`config.mk`:
```
export PLATFORM = sky130hd
export DESIGN_NAME = tsa_filter
export DESIGN_NICKNAME = d
export VERILOG_FILES = /design/src/rtl/tsa_pkg.sv /design/src/rtl/tsa_rst_sync.sv /design/src/rtl/tsa_window.sv /design/src/rtl/tsa_extrema.sv /design/src/rtl/tsa_trim.sv /design/src/rtl/tsa_filter.sv
export SDC_FILE = /design/constraint.sdc
export NUM_CORES = 1
export LEC_CHECK = 0
export ABC_AREA = 1
export ABC_CLOCK_PERIOD_IN_PS = 11600
export BUFFER_PORTS_ARGS = -buffer_cell sky130_fd_sc_hd__buf_2
export CAP_MARGIN = 40
export CORE_MARGIN = 8
export CORE_UTILIZATION = 50
export DETAILED_ROUTE_END_ITERATION = 8
export PLACE_DENSITY = 0.66
export SYNTH_ARGS = -nofsm -noshare
export SYNTH_HDL_FRONTEND = slang
export SYNTH_HIERARCHICAL = 1
export SYNTH_SLANG_ARGS = --single-unit
export TNS_END_PERCENT = 1
```
`constraint.sdc`:
```
create_clock -name clk -period 11.6 [get_ports clk]
set_clock_uncertainty 0.05 [all_clocks]
set_input_delay 3.48 -clock clk [delete_from_list [all_inputs] [get_ports clk]]
set_output_delay 3.48 -clock clk [all_outputs]
set_load 0.03 [all_outputs]
```
`src/rtl/tsa_pkg.sv`:
```
package tsa_pkg;

  localparam int DATA_W_DEF = 16;
  localparam int WIN_DEF    = 6;

  // samples that survive trimming (one max, one min removed)
  function automatic int keep_count(input int win);
    return win - 2;
  endfunction

  // right-shift amount that divides by the survivor count
  function automatic int trim_shift(input int win);
    return $clog2(win - 2);
  endfunction

  // width that holds the sum of every window sample
  function automatic int sum_width(input int dw, input int win);
    return dw + $clog2(win);
  endfunction

  function automatic int fill_width(input int win);
    return $clog2(win + 1);
  endfunction

endpackage

```
`src/rtl/tsa_rst_sync.sv`:
```
module tsa_rst_sync (
  input  logic clk,
  input  logic rst_n,
  output logic rst_sync_n
);

  logic meta_q;
  logic sync_q;

  always_ff @(posedge clk or negedge rst_n) begin
    if (!rst_n) begin
      meta_q <= 1'b0;
      sync_q <= 1'b0;
    end else begin
      meta_q <= 1'b1;
      sync_q <= meta_q;
    end
  end

  assign rst_sync_n = sync_q;

endmodule

```
`src/rtl/tsa_window.sv`:
```
module tsa_window
  import tsa_pkg::*;
#(
  parameter int DATA_W = DATA_W_DEF,
  parameter int WIN    = WIN_DEF
) (
  input  logic                  clk,
  input  logic                  rst_n,
  input  logic                  push,
  input  logic [DATA_W-1:0]     din,
  output logic [WIN*DATA_W-1:0] win_flat,
  output logic                  full_push
);

  localparam int CNT_W = fill_width(WIN);

  logic [DATA_W-1:0] win_q [WIN];
  logic [DATA_W-1:0] win_d [WIN];
  logic [CNT_W-1:0]  fill_q;
  logic [CNT_W-1:0]  fill_d;
  logic              fp_q;
  logic              fp_d;

  // next state: stage 0 takes the new sample, others take their neighbour
  always_comb begin
    win_d[0] = push ? din : win_q[0];
  end

  for (genvar g = 1; g < WIN; g++) begin : g_stage
    always_comb begin
      win_d[g] = push ? win_q[g-1] : win_q[g];
    end
  end

  always_comb begin
    fill_d = fill_q;
    if (push && (fill_q != CNT_W'(WIN))) begin
      fill_d = fill_q + 1'b1;
    end
    fp_d = push && (fill_q >= CNT_W'(WIN - 1));
  end

  for (genvar g = 0; g < WIN; g++) begin : g_reg
    always_ff @(posedge clk or negedge rst_n) begin
      if (!rst_n) begin
        win_q[g] <= '0;
      end else if (push) begin
        win_q[g] <= win_d[g];
      end
    end
    assign win_flat[g*DATA_W +: DATA_W] = win_q[g];
  end

  always_ff @(posedge clk or negedge rst_n) begin
    if (!rst_n) begin
      fill_q <= '0;
      fp_q   <= 1'b0;
    end else begin
      if (push) begin
        fill_q <= fill_d;
      end
      fp_q <= fp_d;
    end
  end

  assign full_push = fp_q;

  AST_FILL_SAT: assert property (@(posedge clk) disable iff (!rst_n)
    fill_q <= CNT_W'(WIN));
  AST_WIN_SHIFT: assert property (@(posedge clk) disable iff (!rst_n)
    push |=> (win_q[1] == $past(win_q[0])));
  AST_IDLE_HOLD: assert property (@(posedge clk) disable iff (!rst_n)
    !push |=> $stable(win_q[0]));

endmodule

```
`src/rtl/tsa_extrema.sv`:
```
module tsa_extrema
  import tsa_pkg::*;
#(
  parameter int DATA_W = DATA_W_DEF,
  parameter int WIN    = WIN_DEF
) (
  input  logic                             clk,
  input  logic                             rst_n,
  input  logic                             en,
  input  logic [WIN*DATA_W-1:0]            win_flat,
  output logic [DATA_W-1:0]                max_o,
  output logic [DATA_W-1:0]                min_o,
  output logic [sum_width(DATA_W,WIN)-1:0] sum_o,
  output logic                             vld_o
);

  localparam int SUM_W = sum_width(DATA_W, WIN);
  localparam int PAD_W = SUM_W - DATA_W;

  logic [DATA_W-1:0] w [WIN];
  logic [DATA_W-1:0] max_c;
  logic [DATA_W-1:0] min_c;
  logic [SUM_W-1:0]  sum_c;
  logic [DATA_W-1:0] max_q;
  logic [DATA_W-1:0] min_q;
  logic [SUM_W-1:0]  sum_q;
  logic              vld_q;

  for (genvar g = 0; g < WIN; g++) begin : g_unpack
    assign w[g] = win_flat[g*DATA_W +: DATA_W];
  end

  // linear compare chain and total across the whole window
  always_comb begin
    max_c = w[0];
    min_c = w[0];
    sum_c = {{PAD_W{1'b0}}, w[0]};
    for (int i = 1; i < WIN; i++) begin
      if (w[i] > max_c) max_c = w[i];
      if (w[i] < min_c) min_c = w[i];
      sum_c = sum_c + {{PAD_W{1'b0}}, w[i]};
    end
  end

  always_ff @(posedge clk or negedge rst_n) begin
    if (!rst_n) begin
      max_q <= '0;
      min_q <= '0;
      sum_q <= '0;
      vld_q <= 1'b0;
    end else begin
      if (en) begin
        max_q <= max_c;
        min_q <= min_c;
        sum_q <= sum_c;
      end
      vld_q <= en;
    end
  end

  assign max_o = max_q;
  assign min_o = min_q;
  assign sum_o = sum_q;
  assign vld_o = vld_q;

  AST_MIN_LE_MAX: assert property (@(posedge clk) disable iff (!rst_n)
    vld_q |-> (min_q <= max_q));

endmodule

```
`src/rtl/tsa_trim.sv`:
```
module tsa_trim
  import tsa_pkg::*;
#(
  parameter int DATA_W = DATA_W_DEF,
  parameter int WIN    = WIN_DEF
) (
  input  logic                             clk,
  input  logic                             rst_n,
  input  logic                             vld_i,
  input  logic [DATA_W-1:0]                max_i,
  input  logic [DATA_W-1:0]                min_i,
  input  logic [sum_width(DATA_W,WIN)-1:0] sum_i,
  output logic                             out_valid,
  output logic [DATA_W-1:0]                out_data
);

  localparam int SUM_W = sum_width(DATA_W, WIN);
  localparam int SHIFT = trim_shift(WIN);
  localparam int PAD_W = SUM_W - DATA_W;

  logic [SUM_W-1:0]  ext_max;
  logic [SUM_W-1:0]  ext_min;
  logic [SUM_W-1:0]  trimmed;
  logic [DATA_W-1:0] data_d;
  logic [DATA_W-1:0] data_q;
  logic              valid_q;

  always_comb begin
    ext_max = {{PAD_W{1'b0}}, max_i};
    ext_min = {{PAD_W{1'b0}}, min_i};
    trimmed = sum_i - ext_max - ext_min;
    data_d  = vld_i ? trimmed[SHIFT +: DATA_W] : data_q;
  end

  always_ff @(posedge clk or negedge rst_n) begin
    if (!rst_n) begin
      data_q  <= '0;
      valid_q <= 1'b0;
    end else begin
      if (vld_i) begin
        data_q <= data_d;
      end
      valid_q <= vld_i;
    end
  end

  assign out_valid = valid_q;
  assign out_data  = data_q;

  AST_NO_OVERFLOW: assert property (@(posedge clk) disable iff (!rst_n)
    vld_i |-> (sum_i >= ext_max + ext_min));
  AST_MEAN_BOUNDS: assert property (@(posedge clk) disable iff (!rst_n)
    vld_i |-> (((ext_min << SHIFT) <= trimmed) && (trimmed <= (ext_max << SHIFT))));

endmodule

```
`src/rtl/tsa_filter.sv`:
```
module tsa_filter
  import tsa_pkg::*;
#(
  parameter int DATA_W = DATA_W_DEF,
  parameter int WIN    = WIN_DEF
) (
  input  logic              clk,
  input  logic              rst_n,
  input  logic              in_valid,
  input  logic [DATA_W-1:0] in_data,
  output logic              out_valid,
  output logic [DATA_W-1:0] out_data
);

  localparam int SUM_W = sum_width(DATA_W, WIN);
  localparam int CNT_W = fill_width(WIN);

  logic                  rst_sync_n;
  logic [WIN*DATA_W-1:0] win_flat;
  logic                  full_push;
  logic [DATA_W-1:0]     max_w;
  logic [DATA_W-1:0]     min_w;
  logic [SUM_W-1:0]      sum_w;
  logic                  ext_vld;

  tsa_rst_sync u_rst_sync (
    .clk        (clk),
    .rst_n      (rst_n),
    .rst_sync_n (rst_sync_n)
  );

  tsa_window #(.DATA_W(DATA_W), .WIN(WIN)) u_window (
    .clk       (clk),
    .rst_n     (rst_sync_n),
    .push      (in_valid),
    .din       (in_data),
    .win_flat  (win_flat),
    .full_push (full_push)
  );

  tsa_extrema #(.DATA_W(DATA_W), .WIN(WIN)) u_extrema (
    .clk      (clk),
    .rst_n    (rst_sync_n),
    .en       (full_push),
    .win_flat (win_flat),
    .max_o    (max_w),
    .min_o    (min_w),
    .sum_o    (sum_w),
    .vld_o    (ext_vld)
  );

  tsa_trim #(.DATA_W(DATA_W), .WIN(WIN)) u_trim (
    .clk       (clk),
    .rst_n     (rst_sync_n),
    .vld_i     (ext_vld),
    .max_i     (max_w),
    .min_i     (min_w),
    .sum_i     (sum_w),
    .out_valid (out_valid),
    .out_data  (out_data)
  );

  // independent count of accepted strobes, used only by the fill check
  logic [CNT_W-1:0] seen_q;

  always_ff @(posedge clk or negedge rst_sync_n) begin
    if (!rst_sync_n) begin
      seen_q <= '0;
    end else if (in_valid && (seen_q != CNT_W'(WIN))) begin
      seen_q <= seen_q + 1'b1;
    end
  end

  AST_FILL_GATE: assert property (@(posedge clk) disable iff (!rst_sync_n)
    out_valid |-> (seen_q == CNT_W'(WIN)));
  AST_LATENCY: assert property (@(posedge clk) disable iff (!rst_sync_n)
    out_valid |-> $past(in_valid, 3));
  AST_OUT_HOLD: assert property (@(posedge clk) disable iff (!rst_sync_n)
    !out_valid |-> $stable(out_data));

endmodule

```
==> summary.txt <==
Cells and area
  – ANT cells: 0
  – Share of layout cells above drive strength 1: 7.68%
  – # nets final: 2289
  – Synthesis-to-layout area growth: 6.08%

Setup path
  – Crit-path slowest cell: a2111oi_0
  – Crit-path max FO: 34
  – Slowest stage delay, CP: 0.53 ns
  – Top cell by count, worst path: nand2_1
  – Critical path arrival: 10.32 ns
  – WS Path Type: flop to flop
  – Critical path required time: 11.88 ns
  – Startpoint types: flop
  – Setup crit end kind: flop

STA
  – Setup violations, final: 0
  – Worst-margin pin slew: 0.879 ns
  – RSZ-0062 raised after global routing: no
  – Hold Fails Final Rpt: 0
  – Setup TNS: 0 ns
  – F_max: 99.5 MHz
  – Final Critical Period: 10.05 ns
  – Slew Limit Fails: 0
  – Setup ws final: 1.55 ns
  – Slew margin rel.: 41.3%
  – Final Cycle Share: 86.6%

Floorplanning
  – Die width: 191 microns
  – Full die area: 36600 sq um
  – Row count: 64
  – Initial core utilization: 50.5%
  – Num ports: 36
  – Core ar.: 30400 sq um
  – Die Span Y: 191 microns

Clocking
  – CTS Buf Count: 17
  – Post-CTS Hold Buffers: 0
  – Root buffer cell: clkbuf_16
  – Post-CTS Setup Bufs: 0
  – Clk buf depth: 2
  – Post-CTS Resized: 0
  – CTS tree: built
  – # clock sinks: 170
  – H-tree lvl count: 4
  – CTS clk-pin slew, worst paths: 0.07 ns
  – Skew-Pair Late Insertion Delay: 0.45 ns

Synthesis
  – Post-Syn Area per Cell: 7.61 sq um
  – Syn. warnings: 6
  – Net Count, Synth: 2293
  – Post-Syn Instances: 2021
  – Syn Std Cell Area: 15400 sq um

Global routing
  – Congestion Overflow GR: 0
  – Initial antenna violation count: 0
  – Vias in the first global route: 12423
  – First-pass GRT wire length: 64200 microns
  – Total GRT Usage: 21.8%
  – Largest net degree at the start of global routing: 98

Route
  – DRT iter0 DRCs: 1015
  – WL final: 38500 microns
  – Routed wire per std cell: 15.9 microns
  – Final ANT Viol Nets: 0
  – DRC violations left: 0
  – Via density: 5.22
  – DRT Pass-1 Iters: 7
  – Vias: 12672

Min path
  – Worst hold-check path type: flop to asynchronous set/reset pin

Placed design
  – Dpl hpwl: 30100 microns
  – Final GP Congestion: 0.892
  – Buffers on Ports: 35
  – Dpl ws: 1.64 ns

Flow run
  – Maxcap violations: 0

Run status
  – Status: complete, no violations
worst max-delay path, delay by kind of cell, from the launching register on:
kind	cells	cell delay (ns)
AOI/OAI and AO/OA	7	1.91
DFF	1	0.39
adders and majority gates	5	1.58
buffers and inverters	7	0.80
and+or+nand+nor	30	5.18
metal layers:
metal	vias to the layer above	global-route usage, %	routed length [microns]	share of wire [%]
met5	-	0	0	0
met4	0	5.24	558	1.4
met3	35	2.90	1620	4.2
met2	269	35.8	18000	47
met1	5857	29.9	18300	48
li1	6511	-	-	-
state kept, by name, summed over array words and instances (netlist names):
name and flops:
u_extrema/max_o 16, u_extrema/min_o 16, u_extrema/sum_o 18, u_extrema/vld_o 1
u_rst_sync/meta_q 1, u_rst_sync/rst_sync_n 1, u_trim/out_data 16, u_trim/out_valid 1
u_window/fill_q 3, u_window/full_push 1, u_window/win_flat 96
final timing paths:
kind	depth (start not counted)	from	slack [ns]	endpoint
worst max-delay path	49	u_window/win_flat[7]	1.55	u_extrema/max_o[12]
min in group clk	0	u_rst_sync/meta_q	0.31	u_rst_sync/rst_sync_n
worst min-delay path	0	u_rst_sync/rst_sync_n	0.23	u_window/win_flat[28]
worst min register to register	0	u_rst_sync/rst_sync_n	0.23	u_window/win_flat[28]
max in group asynchronous	1	rst_n	8.63	u_rst_sync/rst_sync_n
worst max register to register	49	u_window/win_flat[7]	1.55	u_extrema/max_o[12]
placed cells by master (no fill, tap or decap), drive strengths merged, types with 11 or more instances in the layout:
cell and n:
ha 190, dfrtp 170, clkbuf 22, xnor2 14
and2 17, o21ai 207, buf 43, nor3 13
o21bai 18, a21oi 125, nor2 101, inv 304
fa 63, nand2 549, a211oi 14, nand3 114
nand4 11, xor2 20
final cells by class:
type	instances	area, sq um
clock buffer	22	454
multi-input combinational	1482	9570
sequential	170	4260
tap	396	495
inverter	303	1140
timing repair buffer	43	289
clock inverter	10	118
fill	2947	14100
stage by stage:
stage	cells	utilization, %	instance area [sq um]	hold slack (ns)
final	2426	53.6	16300	0.229
after floorplan	2021	-	15400	0.281
after global routing	2426	53.6	16300	0.267
after detailed placement	2394	51.7	15700	0.244
after global placement	2391	51.5	15700	0.236
after CTS	2426	53.6	16300	0.251
Power is not shown: default switching activity piles up to over one toggle a cycle in this logic, so the estimate is an artifact.
